File: src/rtl/pmr_pkg.sv
package pmr_pkg;
  localparam int DW      = 32;
  localparam int NSRC    = 2;
  localparam int IDX_SMI = 0;
  localparam int IDX_SCI = 1;
  localparam int SMI_BIT = 0;
  localparam int SCI_BIT = 31;

  // Next value of a sticky bit: a set wins over a clear in the same cycle.
  function automatic logic sticky_next(input logic cur, input logic set, input logic clr);
    return set | (cur & ~clr);
  endfunction

  // Place the per-source bits at their register positions.
  function automatic logic [DW-1:0] place_bits(input logic [NSRC-1:0] v);
    logic [DW-1:0] r;
    r = '0;
    r[SMI_BIT] = v[IDX_SMI];
    r[SCI_BIT] = v[IDX_SCI];
    return r;
  endfunction

  // Pick the per-source bits out of a register-wide word.
  function automatic logic [NSRC-1:0] pick_bits(input logic [DW-1:0] w);
    logic [NSRC-1:0] r;
    r[IDX_SMI] = w[SMI_BIT];
    r[IDX_SCI] = w[SCI_BIT];
    return r;
  endfunction
endpackage

File: src/rtl/pmr_ctrl_reg.sv
module pmr_ctrl_reg
  import pmr_pkg::*;
(
  input  logic            clk,
  input  logic            rst_n,
  input  logic            we,
  input  logic [DW-1:0]   wdata,
  output logic [NSRC-1:0] en
);
  always_ff @(posedge clk or negedge rst_n) begin
    if (!rst_n)  en <= '0;
    else if (we) en <= pick_bits(wdata);
  end

  // without a write the enables do not move
  p_ctrl_hold_r2: assert property (@(posedge clk) disable iff (!rst_n)
    !we |=> $stable(en));
endmodule

File: src/rtl/pmr_sticky_bit.sv
module pmr_sticky_bit (
  input  logic clk,
  input  logic rst_n,
  input  logic set,
  input  logic clr,
  output logic q
);
  always_ff @(posedge clk or negedge rst_n) begin
    if (!rst_n) q <= 1'b0;
    else        q <= pmr_pkg::sticky_next(q, set, clr);
  end

  // a set always lands, even against a clear
  p_set_wins_r8: assert property (@(posedge clk) disable iff (!rst_n)
    set |=> q);
  // a clear with no competing set takes effect
  p_w1c_r7: assert property (@(posedge clk) disable iff (!rst_n)
    (clr && !set) |=> !q);
  // without a clear the bit is sticky
  p_sticky_r7: assert property (@(posedge clk) disable iff (!rst_n)
    (q && !clr) |=> q);
endmodule

File: src/rtl/pm_event_router.sv
module pm_event_router
  import pmr_pkg::*;
#(
  parameter int          AW        = 8,
  parameter logic [AW-1:0] CTRL_ADDR = 8'hD8,
  parameter logic [AW-1:0] STS_ADDR  = 8'hDC
) (
  input  logic          clk,
  input  logic          rst_n,
  input  logic          pm_evt,
  input  logic [AW-1:0] reg_addr,
  input  logic          reg_wr,
  input  logic [DW-1:0] reg_wdata,
  output logic [DW-1:0] reg_rdata,
  output logic          sci_req,
  output logic          smi_pulse
);
  // Named internal events for the assertions
  logic            ctrl_wr, sts_wr;
  logic [NSRC-1:0] en;
  logic [NSRC-1:0] sts;
  logic [NSRC-1:0] sts_set;
  logic [NSRC-1:0] sts_clr;
  logic            smi_q;

  assign ctrl_wr = reg_wr && (reg_addr == CTRL_ADDR);
  assign sts_wr  = reg_wr && (reg_addr == STS_ADDR);

  pmr_ctrl_reg u_ctrl (
    .clk   (clk),
    .rst_n (rst_n),
    .we    (ctrl_wr),
    .wdata (reg_wdata),
    .en    (en)
  );

  assign sts_set = {NSRC{pm_evt}} & en;
  assign sts_clr = sts_wr ? pick_bits(reg_wdata) : '0;

  for (genvar i = 0; i < NSRC; i++) begin : g_sts
    pmr_sticky_bit u_bit (
      .clk   (clk),
      .rst_n (rst_n),
      .set   (sts_set[i]),
      .clr   (sts_clr[i]),
      .q     (sts[i])
    );
  end

  always_ff @(posedge clk or negedge rst_n) begin
    if (!rst_n) smi_q <= 1'b0;
    else        smi_q <= sts_set[IDX_SMI];
  end

  assign smi_pulse = smi_q;
  assign sci_req   = sts[IDX_SCI] & en[IDX_SCI];

  always_comb begin
    if (reg_addr == CTRL_ADDR)     reg_rdata = place_bits(en);
    else if (reg_addr == STS_ADDR) reg_rdata = place_bits(sts);
    else                           reg_rdata = '0;
  end

  // an enabled event is followed by a pulse and a set status bit
  p_smi_on_evt_r4: assert property (@(posedge clk) disable iff (!rst_n)
    (pm_evt && en[IDX_SMI]) |=> (smi_pulse && sts[IDX_SMI]));
  // no pulse without an event one cycle earlier
  p_smi_cause_r4: assert property (@(posedge clk) disable iff (!rst_n)
    $rose(smi_pulse) |-> $past(pm_evt));
  // both paths fire together on one event
  p_both_paths_r5: assert property (@(posedge clk) disable iff (!rst_n)
    (pm_evt && (&en)) |=> (smi_pulse && sci_req));
  // request persists while status and enable are left alone
  p_sci_hold_r6: assert property (@(posedge clk) disable iff (!rst_n)
    (sci_req && !sts_clr[IDX_SCI] && !ctrl_wr) |=> sci_req);
  // writes elsewhere leave the enables alone
  p_unmapped_r9: assert property (@(posedge clk) disable iff (!rst_n)
    (reg_wr && !ctrl_wr) |=> $stable(en));
endmodule

File: config.mk
export PLATFORM = sky130hd
export DESIGN_NAME = pm_event_router
export DESIGN_NICKNAME = d
export VERILOG_FILES = /design/src/rtl/pmr_pkg.sv /design/src/rtl/pmr_ctrl_reg.sv /design/src/rtl/pmr_sticky_bit.sv /design/src/rtl/pm_event_router.sv
export SDC_FILE = /design/constraint.sdc
export NUM_CORES = 1
export LEC_CHECK = 0
export CAP_MARGIN = 15
export CORE_MARGIN = 5
export CORE_UTILIZATION = 24
export DETAILED_ROUTE_END_ITERATION = 8
export HOLD_SLACK_MARGIN = 0.12
export PLACE_DENSITY = 0.93
export SETUP_SLACK_MARGIN = 0.1
export SLEW_MARGIN = 25
export SYNTH_ARGS = -nofsm -noshare
export SYNTH_HDL_FRONTEND = slang
export SYNTH_SLANG_ARGS = --single-unit
File: constraint.sdc
create_clock -name clk -period 3.34 [get_ports clk]
set_input_delay 0.835 -clock clk [delete_from_list [all_inputs] [get_ports clk]]
set_output_delay 0.835 -clock clk [all_outputs]
set_load 0.02 [all_outputs]
==> flow_summary.json <==
{
  "status": "finished, final reports clean",
  "grt_max_degree": 6,
  "finalSetupViolCount": 0,
  "final_max_slew_viol_count": 0,
  "multiInputGateArea_sq_um": 259,
  "syn2layout_area_growth_pct": 22.3,
  "ff_latch_area_sq_um": 125,
  "final_util_pct": 30.9,
  "drive_gt1_share_pct": 10.4,
  "crit_path_end_kind": "output pin",
  "final_net_count": 122,
  "place_ws_ns": -0.229,
  "drc_errors": 0,
  "dp_hpwl_microns": 865,
  "critical_path_class": "in2out",
  "grt_pass1_vias": 308,
  "synth-main-ff-cell": "dfrtp_1",
  "met1_usage_pct": 4.56,
  "yosys-top-cells-count": "buf_4 (30), dfrtp_1 (5), nand2_1 (4)",
  "cts_setup_buffers": 0,
  "insertion_delay_ns": 0.24,
  "setup_slack_ns": 0.225,
  "netlist_top_cells_area": "buf_4 (45%), dfrtp_1 (25%), mux2_1 (4.5%)",
  "critPathMaxStageDelay_ns": 0.53,
  "fin_crit_ns": 3.11,
  "layout.cells.non_filler": 104,
  "cts_buffers": 3,
  "coreArea_sq_um": 1980,
  "hp-class": "reg2reg",
  "hold_viol": 0,
  "finalClockSkew_ns": 0.00288,
  "period_share_pct": 93.3,
  "crit_chain": "clkdlybuf4s50_1, or4b_4, or2_1, nor2_1, buf_2",
  "async_reset_ff_share_pct": 100,
  "grt_usage_pct": 6.26,
  "grt-ovfl-total": 0,
  "via_count": 346,
  "hold_depth": 2,
  "report.power.total_mw": 0.216,
  "cp_top_family": "simple AND/OR/NAND/NOR gates",
  "wl_per_cell_microns": 9.06,
  "grt_pass1_wl_mm": 1.43,
  "place_congestion": 0.667,
  "die_area_sq_um": 3100,
  "cp.required_ns": 2.50,
  "ys_types": 15,
  "grt_util_met2_pct": 11.8,
  "fillers": 203,
  "yosysMostFrequentCell": "buf_4",
  "crit_buf_inv": 2,
  "synth_seq_cells": 5,
  "die_y_microns": 55.7,
  "critPathLaunchType": "primary input",
  "cts_tree": "yes",
  "htree_levels": 1,
  "max_freq_mhz": 321,
  "max-cap-violations": 0,
  "clkSinkCount": 5,
  "dpl.cell_count": 100,
  "rsz0062_at_grt": "no",
  "syn_area_per_cell_sq_um": 8.94,
  "p_per_area_nw_per_um2": 353,
  "io_buffer_count": 17,
  "final_area_sq_um": 612,
  "top_usage_layer": "met2",
  "path_depth": 5,
  "crit_slowest_cell": "or4b_4",
  "rows": 16,
  "setup_tns_ns": 0,
  "dr.pass1.iters": 3,
  "p_leak_nw": 0.311,
  "synth_top_cell_by_area": "buf_4",
  "start_util_pct": 25.3,
  "chipWidth_microns": 55.7,
  "cp.arrival_ns": 2.28,
  "vias_per_cell": 3.33,
  "wirelength_microns": 942,
  "worstRegToRegCells": 1,
  "ioPinCount": 78,
  "yosysWarnings": 0,
  "hold_ws_ns": 0.505,
  "netlist_area_sq_um": 500,
  "cts.clk_slew.worst_paths_ns": 0.04,
  "cp_max_fo": 2,
  "synth_edf_count": 0,
  "peakVddDrop_mv": 0.180,
  "yosysTopAreaCellShare_pct": 45.0,
  "post_dp_cell_area_sq_um": 596,
  "cts_max_path_buffers": 2,
  "ant_nets": 0,
  "drtIter0Drc": 2,
  "cts_root_buffer": "clkbuf_4",
  "synth_cells": 56,
  "grt.met3_usage_pct": 3.71,
  "antenna_found_initial": 0,
  "diodes": 0,
  "ys_seq_area_share_pct": 25.0
}
-- where the power goes --
part	internal (mW)	switching [mW]	leakage, nW
registers	0.0714	0.00658	0.0654
logic	0.0248	0.0446	0.230
clock network	0.0451	0.0237	0.0150
-- flip-flops by register name (all words and copies together), names as in the netlist --
name           count
u_ctrl.en          2
smi_pulse          1
g_sts.u_bit.q      2
-- repair_timing --
item	CTS	global route
gates resized for setup	6	2
cloned	0	0
hold buffers	0	0
endpoints found under the setup margin	2	2
-- path summary, 6_finish.rpt --
path                                           from                          to  slack, ns
max in group asynchronous                     rst_n    u_ctrl.en[1]$_DFFE_PN0P_       2.33
setup reg to reg           u_ctrl.en[1]$_DFFE_PN0P_    u_ctrl.en[1]$_DFFE_PN0P_       2.55
setup / recovery                        reg_addr[1]                reg_rdata[0]       0.23
hold / removal             u_ctrl.en[1]$_DFFE_PN0P_  g_sts[1].u_bit.q$_DFF_PN0_       0.51
min in group asynchronous                     rst_n  g_sts[0].u_bit.q$_DFF_PN0_       0.82
hold reg to reg            u_ctrl.en[1]$_DFFE_PN0P_  g_sts[1].u_bit.q$_DFF_PN0_       0.51
-- cell type report --
class | count | share of cell area, %
clock buffer | 4 | 4.29
sequential | 5 | 20.4
multi-input combinational | 50 | 42.3
tap | 27 | 5.52
timing repair buffer | 18 | 27.4
-- cells by family after synthesis --
family / synth area share, %
buffers and inverters: 45.0
AO/OA/AOI/OAI: 3.00
AND/OR/NAND/NOR: 17.8
multiplexers: 8.50
flip-flops: 25.0
other: 0.749
-- cells in the final DEF, fill, tap and decap left out --
| cell | synthesis | routed |
|---|---|---|
| and2_1 | 2 | 2 |
| buf_2 | 0 | 2 |
| buf_4 | 30 | 1 |
| clkbuf_1 | 0 | 1 |
| clkbuf_4 | 0 | 3 |
| clkdlybuf4s50_1 | 0 | 15 |
| conb_1 | 1 | 30 |
| dfrtp_1 | 5 | 5 |
| mux2_1 | 2 | 2 |
| mux2i_1 | 2 | 2 |
| nand2_1 | 4 | 4 |
| nand2b_1 | 1 | 1 |
| nand3_1 | 1 | 1 |
| nand4_1 | 1 | 1 |
| nor2_1 | 2 | 2 |
| nor3_4 | 1 | 1 |
| o31ai_1 | 2 | 2 |
| or2_1 | 1 | 1 |
| or4b_4 | 1 | 1 |
-- layer usage --
layer,vias to the layer above,part of all wire [%]
met5,-,0
met4,0,0
met3,0,14
met2,25,58
met1,158,27
li1,163,-
Power figures use the tool's default switching activity.
